## config.mk

```make
export PLATFORM = sky130hd
export DESIGN_NAME = i2c_regfile_target
export DESIGN_NICKNAME = d
export VERILOG_FILES = /design/src/rtl/i2c_tgt_pkg.sv /design/src/rtl/i2c_tgt_sync.sv /design/src/rtl/i2c_tgt_regs.sv /design/src/rtl/i2c_tgt_ctrl.sv /design/src/rtl/i2c_regfile_target.sv
export SDC_FILE = /design/constraint.sdc
export NUM_CORES = 2
export LEC_CHECK = 0
export BUFFER_PORTS_ARGS = -buffer_cell sky130_fd_sc_hd__buf_2
export CAP_MARGIN = 20
export CORE_AREA = 2 2 383 385
export DETAILED_ROUTE_END_ITERATION = 10
export DIE_AREA = 0 0 385 387
export PLACE_DENSITY_LB_ADDON = 0.08
export RECOVER_POWER = 25
export SYNTH_ARGS = -nofsm -noshare
export SYNTH_HDL_FRONTEND = slang
export SYNTH_HIERARCHICAL = 1
export SYNTH_SLANG_ARGS = --single-unit
```

## constraint.sdc

```tcl
create_clock -name clk -period 4.8 [get_ports clk]
set_input_delay 0.72 -clock clk [delete_from_list [all_inputs] [get_ports clk]]
set_output_delay 0.72 -clock clk [all_outputs]
set_load 0.05 [all_outputs]
```

## src/rtl/i2c_tgt_pkg.sv

```systemverilog
package i2c_tgt_pkg;

    localparam int BYTE_W = 8;
    localparam int CNT_W  = $clog2(BYTE_W + 1);

    typedef enum logic [3:0] {
        ST_IDLE,
        ST_ADDR,
        ST_ACK_ADDR,
        ST_RX_PTR,
        ST_ACK_PTR,
        ST_RX_DATA,
        ST_ACK_DATA,
        ST_TX,
        ST_TX_ACK,
        ST_IGNORE
    } tgt_state_e;

    typedef struct packed {
        logic scl_lvl;
        logic sda_lvl;
        logic scl_rise;
        logic scl_fall;
        logic start;
        logic stop;
    } bus_evt_t;

    function automatic logic addr_hit(input logic [BYTE_W-1:0] b, input logic [6:0] dev);
        return b[BYTE_W-1:1] == dev;
    endfunction

    function automatic logic is_ack_slot(input tgt_state_e s);
        return (s == ST_ACK_ADDR) || (s == ST_ACK_PTR) || (s == ST_ACK_DATA);
    endfunction

endpackage

```

## src/rtl/i2c_tgt_sync.sv

```systemverilog
module i2c_tgt_sync
    import i2c_tgt_pkg::*;
#(
    parameter int STAGES = 2
) (
    input  logic     clk,
    input  logic     rst,
    input  logic     scl_i,
    input  logic     sda_i,
    output bus_evt_t evt
);

    localparam int LINES = 2;

    logic [LINES-1:0] line_in;
    logic [LINES-1:0] line_now;
    logic [LINES-1:0] line_prev;

    assign line_in = {scl_i, sda_i};

    for (genvar g = 0; g < LINES; g++) begin : g_line
        logic [STAGES-1:0] chain;
        always_ff @(posedge clk) begin
            if (rst) begin
                chain        <= '1;
                line_prev[g] <= 1'b1;
            end else begin
                chain        <= {chain[STAGES-2:0], line_in[g]};
                line_prev[g] <= chain[STAGES-1];
            end
        end
        assign line_now[g] = chain[STAGES-1];
    end

    always_comb begin
        evt.scl_lvl  = line_now[1];
        evt.sda_lvl  = line_now[0];
        evt.scl_rise = line_now[1] & ~line_prev[1];
        evt.scl_fall = ~line_now[1] & line_prev[1];
        evt.start    = line_now[1] & line_prev[1] & line_prev[0] & ~line_now[0];
        evt.stop     = line_now[1] & line_prev[1] & ~line_prev[0] & line_now[0];
    end

endmodule

```

## src/rtl/i2c_tgt_regs.sv

```systemverilog
module i2c_tgt_regs
    import i2c_tgt_pkg::*;
#(
    parameter int PTR_W = 7
) (
    input  logic              clk,
    input  logic              rst,
    input  logic              we,
    input  logic [PTR_W-1:0]  waddr,
    input  logic [BYTE_W-1:0] wdata,
    input  logic [PTR_W-1:0]  raddr_a,
    output logic [BYTE_W-1:0] rdata_a,
    input  logic [PTR_W-1:0]  raddr_b,
    output logic [BYTE_W-1:0] rdata_b
);

    localparam int DEPTH = 1 << PTR_W;

    logic [BYTE_W-1:0] mem [DEPTH];

    always_ff @(posedge clk) begin
        if (rst) begin
            for (int i = 0; i < DEPTH; i++) mem[i] <= '0;
        end else if (we) begin
            mem[waddr] <= wdata;
        end
    end

    assign rdata_a = mem[raddr_a];
    assign rdata_b = mem[raddr_b];

endmodule

```

## src/rtl/i2c_tgt_ctrl.sv

```systemverilog
module i2c_tgt_ctrl
    import i2c_tgt_pkg::*;
#(
    parameter logic [6:0] DEV_ADDR = 7'h3C,
    parameter int         PTR_W    = 7
) (
    input  logic              clk,
    input  logic              rst,
    input  bus_evt_t          evt,
    input  logic [BYTE_W-1:0] rd_data,
    output logic              sda_oe,
    output logic              we,
    output logic [PTR_W-1:0]  waddr,
    output logic [BYTE_W-1:0] wdata,
    output logic [PTR_W-1:0]  ptr,
    output tgt_state_e        state
);

    localparam logic [CNT_W-1:0] BYTE_DONE = CNT_W'(BYTE_W);
    localparam logic [CNT_W-1:0] TX_LAST   = CNT_W'(BYTE_W - 1);

    logic [CNT_W-1:0]  cnt;
    logic [BYTE_W-1:0] rx_sh;
    logic [BYTE_W-1:0] tx_sh;
    logic              dir_rd;
    logic              nack;
    logic              rx_state;
    logic              byte_end;

    assign rx_state = (state == ST_ADDR) || (state == ST_RX_PTR) || (state == ST_RX_DATA);
    assign byte_end = rx_state && evt.scl_fall && (cnt == BYTE_DONE);

    always_ff @(posedge clk) begin
        if (rst) begin
            state  <= ST_IDLE;
            cnt    <= '0;
            rx_sh  <= '0;
            tx_sh  <= '0;
            ptr    <= '0;
            dir_rd <= 1'b0;
            nack   <= 1'b0;
        end else if (evt.stop) begin
            state <= ST_IDLE;
            cnt   <= '0;
        end else if (evt.start) begin
            state <= ST_ADDR;
            cnt   <= '0;
        end else begin
            unique case (state)
                ST_ADDR, ST_RX_PTR, ST_RX_DATA: begin
                    if (evt.scl_rise) begin
                        rx_sh <= {rx_sh[BYTE_W-2:0], evt.sda_lvl};
                        cnt   <= cnt + 1'b1;
                    end else if (byte_end) begin
                        cnt <= '0;
                        if (state == ST_ADDR) begin
                            if (addr_hit(rx_sh, DEV_ADDR)) begin
                                dir_rd <= rx_sh[0];
                                state  <= ST_ACK_ADDR;
                            end else begin
                                state <= ST_IGNORE;
                            end
                        end else if (state == ST_RX_PTR) begin
                            ptr   <= rx_sh[PTR_W-1:0];
                            state <= ST_ACK_PTR;
                        end else begin
                            ptr   <= ptr + 1'b1;
                            state <= ST_ACK_DATA;
                        end
                    end
                end
                ST_ACK_ADDR: begin
                    if (evt.scl_fall) begin
                        if (dir_rd) begin
                            tx_sh <= rd_data;
                            ptr   <= ptr + 1'b1;
                            state <= ST_TX;
                        end else begin
                            state <= ST_RX_PTR;
                        end
                    end
                end
                ST_ACK_PTR, ST_ACK_DATA: begin
                    if (evt.scl_fall) state <= ST_RX_DATA;
                end
                ST_TX: begin
                    if (evt.scl_fall) begin
                        if (cnt == TX_LAST) begin
                            cnt   <= '0;
                            state <= ST_TX_ACK;
                        end else begin
                            cnt   <= cnt + 1'b1;
                            tx_sh <= {tx_sh[BYTE_W-2:0], 1'b0};
                        end
                    end
                end
                ST_TX_ACK: begin
                    if (evt.scl_lvl) begin
                        nack <= evt.sda_lvl;
                    end else if (evt.scl_fall) begin
                        if (nack) begin
                            state <= ST_IGNORE;
                        end else begin
                            tx_sh <= rd_data;
                            ptr   <= ptr + 1'b1;
                            state <= ST_TX;
                        end
                    end
                end
                default: ;
            endcase
        end
    end

    always_comb begin
        if (is_ack_slot(state))  sda_oe = 1'b1;
        else if (state == ST_TX) sda_oe = ~tx_sh[BYTE_W-1];
        else                     sda_oe = 1'b0;
    end

    assign we    = byte_end && (state == ST_RX_DATA);
    assign waddr = ptr;
    assign wdata = rx_sh;

endmodule

```

## src/rtl/i2c_regfile_target.sv

```systemverilog
module i2c_regfile_target
    import i2c_tgt_pkg::*;
#(
    parameter logic [6:0] DEV_ADDR    = 7'h3C,
    parameter int         PTR_W       = 7,
    parameter int         SYNC_STAGES = 2
) (
    input  logic              clk,
    input  logic              rst,
    input  logic              scl_i,
    input  logic              sda_i,
    output logic              sda_oe,
    input  logic [PTR_W-1:0]  host_addr,
    output logic [BYTE_W-1:0] host_rdata
);

    bus_evt_t          evt;
    logic              we;
    logic [PTR_W-1:0]  waddr;
    logic [BYTE_W-1:0] wdata;
    logic [PTR_W-1:0]  ptr;
    logic [BYTE_W-1:0] rd_data;
    tgt_state_e        state;

    i2c_tgt_sync #(.STAGES(SYNC_STAGES)) u_sync (
        .clk   (clk),
        .rst   (rst),
        .scl_i (scl_i),
        .sda_i (sda_i),
        .evt   (evt)
    );

    i2c_tgt_ctrl #(.DEV_ADDR(DEV_ADDR), .PTR_W(PTR_W)) u_ctrl (
        .clk     (clk),
        .rst     (rst),
        .evt     (evt),
        .rd_data (rd_data),
        .sda_oe  (sda_oe),
        .we      (we),
        .waddr   (waddr),
        .wdata   (wdata),
        .ptr     (ptr),
        .state   (state)
    );

    i2c_tgt_regs #(.PTR_W(PTR_W)) u_regs (
        .clk     (clk),
        .rst     (rst),
        .we      (we),
        .waddr   (waddr),
        .wdata   (wdata),
        .raddr_a (ptr),
        .rdata_a (rd_data),
        .raddr_b (host_addr),
        .rdata_b (host_rdata)
    );

endmodule

```

# [Word-level counts from Yosys, hierarchy flattened]
# Memories as Yosys holds them, arrays and structs flattened. A register that Yosys moved wholly into a read port is not among the register bits.
# Cells that the tools add are included.
[op_classes] order_cmp=0 muxes=50 bitwise=15 eq_ne=32 n_addsub=2 multipliers=0 reduce_logical=25 div=0 shift=0
[ops] op="$mux 7" count=12
[ops] op="$mux 8" count=8
[ops] op="$mux 4" count=15
[ops] op="$pmux 8 s3" count=1
[ops] op="$ne 3x2->1 const B" count=7
[ops] op="$pmux 7 s3" count=1
[ops] op="$eq 4x3->1 const B" count=5
[ops] op="$pmux 4 s5" count=1
[ops] op="$reduce_and 9->1" count=2
[ops] op="$ne 2x1->1 const B" count=7
[ops] op="$reduce_and 11->1" count=1
[ops] op="$ne 2x2->1 const B" count=5
[ops] op="$reduce_and 10->1" count=1
[ops] op="$mux 1" count=9
[ops] op="$eq 4x2->1 const B" count=2
[ops] op="$eq 4x4->1 const B" count=2
[ops] op="$not 1->1" count=8
[ops] op="$pmux 4 s2" count=1
[ops] op="$reduce_and 4->1" count=2
[ops] op="$reduce_or 8->1" count=1
[ops] op="$add 7x1->7 const B" count=1
[ops] op="$and 1x1->1" count=7
[ops] op="$eq 7x6->1 const B" count=1
[ops] op="$reduce_and 7->1" count=1
[ops] op="other kinds (14)" count=23
[totals] ff_bits=39 latchBits=0 out_inout_bits=9 input_bits=11 mem_bits_rw=1024 wordCells=137 mem_count=1 romBits=0
[memory_table] memory="u_regs.mem" words=128 width=8 read_ports=2 rd_ports_with_merged_regs=1 write_ports=128 line_no="i2c_tgt_regs.sv:19" rtl="logic [BYTE_W-1:0] mem [DEPTH];"

# [Depth between registers and ports, before layout]
[logic_depth] ltp_word=11 ltp_mapped=9 depth_no_buf=8

# [Hierarchy]
# The synthesis kept the hierarchy.
[modules_own_cells] mod="i2c_tgt_regs" area_each_um2=55190.4 instances=1 seq_area_each_um2=30749.5 cells_each=3320
[modules_own_cells] mod="i2c_tgt_ctrl" area_each_um2=2139.6 instances=1 seq_area_each_um2=660.6 cells_each=248
[modules_own_cells] mod="i2c_tgt_sync" area_each_um2=205.2 instances=1 seq_area_each_um2=120.1 cells_each=18

# [Worst setup path before layout]
# Ideal clock, no wire load.
[synth_timing] kind="input -> output" start="input host_addr[0]" end="output host_rdata[0]" t_required_ns=4.080 path_stages=6 t_arrival_ns=3.272 n_path_buf=2 setup_slack_ns=0.808 cell_sequence="clkbuf_1 > buf_1 > mux4_2 > mux4_2 > mux4_2 > mux2_2"
[synth_between] elab_chain_len=1
[synth_lines] element="start, declared" line_no="i2c_regfile_target.sv:13" rtl="input logic [PTR_W-1:0] host_addr,"
[synth_lines] element="$mem_v2 128x8"
[synth_lines] element="end, declared" line_no="i2c_regfile_target.sv:14" rtl="output logic [BYTE_W-1:0] host_rdata"
# No other way between the ends.

# [Final worst setup path]
[layout_timing] start="input host_addr[0]" end="output host_rdata[3]"
# The elaborated chain is that of the path after synthesis.

==> key figures <==
Outcome
  – Outcome: complete, but fails checks
  – Violated checks: max-capacitance violations, max-slew violations

Finish
  – Most frequent cells in the layout: 1024 x edfxtp_1, 839 x and2_1, 672 x mux4_2
  – Fillers: 12610
  – Share of cells above drive strength 1: 31.29%
  – Final net count: 3596
  – Most common cell after layout, fill and taps aside: edfxtp_1
  – Synthesis-to-layout area growth: 11.86%

Place
  – Hpwl dp: 132.1 mm
  – GP Congestion: 0.9240
  – IO Port Bufs: 19

Worst setup path
  – Setup crit start kind: input pin
  – Arrival time worst endpoint: 3770 ps
  – Worst EP required: 4080 ps
  – Critical Path End Type: output port
  – CP max FO: 22
  – Setup Crit Path Kind: in2out

Timing
  – Crit share post-route: 93.46%
  – Final Hold Fails: 0
  – Max Fclk: 222.9 MHz
  – Clock Skew: 30.22 ps
  – Setup violators final: 0
  – RSZ-0062 raised after global routing: false
  – Rel. slew slack: -103.4%
  – Slew of the pin with the lowest slew margin: 3050 ps
  – Sum Neg Setup Slack: 0 ps
  – Final Critical Period: 4486 ps
  – Max Slew Vio Count: 62

Logic synthesis
  – Yosys cell types: 67
  – Main synth FF type: edfxtp_1
  – Mean post-synth cell area: 16.04 um^2
  – Seq/Total Area, Yosys: 54.80%
  – Yosys top cell by area: edfxtp_1
  – Top cell type's share of synthesized area: 53.44%
  – Post-synth net total: 3600
  – YS warnings: 6
  – Post-synth EDFFs: 1024
  – Area of the mapped netlist: 57540 um^2
  – Gate Count Post-Synth: 3586
  – #FFs+latches synth: 1063
  – Synth top area cells: edfxtp_1 53%, mux4_2 26%, and2_1 11%, or2_2 1.4%, dfxtp_1 1.4%
  – Post-synth ARST share: 0%

Drt
  – Vias per cell: 6.140
  – Detailed Routing Iterations Pass 1: 6
  – Via Count: 34450
  – Wirelength per Cell: 33.68 um
  – Routed wire length: 189.0 mm
  – DRC Markers: 0
  – Post-route ant nets: 0
  – Initial DRC Count: 4121

Run
  – Maxcap violations: 1

Global route
  – Initial antenna violation count: 19
  – Vias in the first global route: 34030
  – First-pass GRT wire length: 269.0 mm
  – GRT Resource Usage Total: 25.48%
  – Largest net degree at the start of global routing: 79
  – Remaining Overflow, GRT: 0

Floorplan
  – Die area: 149000 um^2
  – Num ports: 20
  – Initial Util: 39.72%
  – Core Region: 144900 um^2
  – Site Rows: 140
  – Die Ht: 387 um
  – Die X: 385 um

Clocking
  – Hold-fix buffer count after cts: 0
  – Worst-path clk slew: 60 ps
  – Root Buffer: clkbuf_16
  – H-tree depth: 4
  – Clock tree from TritonCTS: built
  – Worst skew pair latency: 770 ps
  – Clock Path Buffers: 3
  – Post-CTS Setup Bufs: 0
  – Post-CTS sizing: 0
  – Sink Count: 1063
  – Num CTS Buffers: 130

Power
  – Power Density: 387.7 nW/um^2
  – LEAKAGE: 20.64 nW
  – VDD IR max: 0.0002840 V
  – Total Power: 0.02495 W

Min path
  – Worst min-delay path class: in2reg
[Yosys cell counts (all sizes together) (7+ instances only)]
master / n
nor2b: 17
buf: 99
nand3: 19
o41ai: 7
a21oi: 15
dfxtp: 39
nor2: 158
mux2: 16
mux4: 672
o21ai: 25
clkbuf: 214
or2: 135
and2: 1027
nand2: 23
mux2i: 18
edfxtp: 1024
[critical path, stage by stage]
cell	delay, ps
buf_8	220
buf_12	250
buf_12	250
mux4_2	550
mux4_2	530
mux4_2	570
mux2_2	370
buf_2	240
[per-layer routing]
layer | GRT usage [%] | routed length [um] | vias to the layer above
li1 | - | - | 13920
met1 | 39.06 | 84380 | 18510
met2 | 36.75 | 83590 | 1776
met3 | 5.741 | 16660 | 229
met4 | 5.987 | 4283 | 8
met5 | 0 | 41 | -
[stage by stage]
stage	std cells	hold WS [ps]	setup WS, ps	area (um^2)	utilization, %
global route	5605	128.6	229.2	64350	44.42
finish	5610	153.8	313.7	64360	44.43
CTS	5605	102.8	311.9	64520	44.54
floorplan	3586	383.2	807.8	57540	-
detailed placement	5367	490.2	314.6	60170	41.54
global placement	5367	476.2	329.0	60170	41.54
[path summary, 6_finish.rpt]
| path | from | to | slack [ps] | cells after the start |
|---|---|---|---|---|
| max | host_addr[0] | host_rdata[3] | 310 | 8 |
| min | sda_i | u_sync/g_line[0].chain[0]$_SDFF_PP1_ | 150 | 2 |
| min reg2reg | u_ctrl/tx_sh[0]$_SDFFE_PP0P_ | u_ctrl/tx_sh[0]$_SDFFE_PP0P_ | 510 | 2 |
| max reg2reg | u_sync/g_line[1].chain[1]$_SDFF_PP1_ | u_regs/mem[31][6]$_SDFFCE_PN0P_ | 360 | 10 |
[logic make-up after synthesis]
logic type	after synthesis	synth area share, %
flops	1063	54.80
simple gates	1423	14.77
xor+xnor	2	0.03045
fa+ha+maj	3	0.06525
compound gates	72	0.8612
mux	706	26.93
buf+inv	317	2.540
[registers in the layout, indices dropped and copies added, names as in the netlist]
register	cells
u_regs/mem	1024
u_ctrl/tx_sh	8
u_ctrl/wdata	8
u_ctrl/ptr	7
u_ctrl/cnt	4
u_ctrl/state	4
u_sync/g_line.chain	4
u_sync/line_prev	2
u_ctrl/dir_rd	1
u_ctrl/nack	1
[power by group]
part | switching (W) | total [W] | internal [W]
logic | 0.00191 | 0.00379 | 0.00189
clock network | 0.00409 | 0.0100 | 0.00595
registers | 0.000490 | 0.0111 | 0.0106
total | 0.00649 | 0.0250 | 0.0185
[final cells by class]
class                      instances  area, um^2  area share (%)
inverter                           4       15.01         0.02333
timing repair buffer             177        1460           2.269
tap                             1917        2399           3.727
antenna                            5       12.51         0.01944
clock buffer                     151        3501           5.439
multi-input combinational       2206       24550           38.15
clock inverter                    87       844.6           1.312
sequential                      1063       31580           49.06
Power figures use the tool's default switching activity.
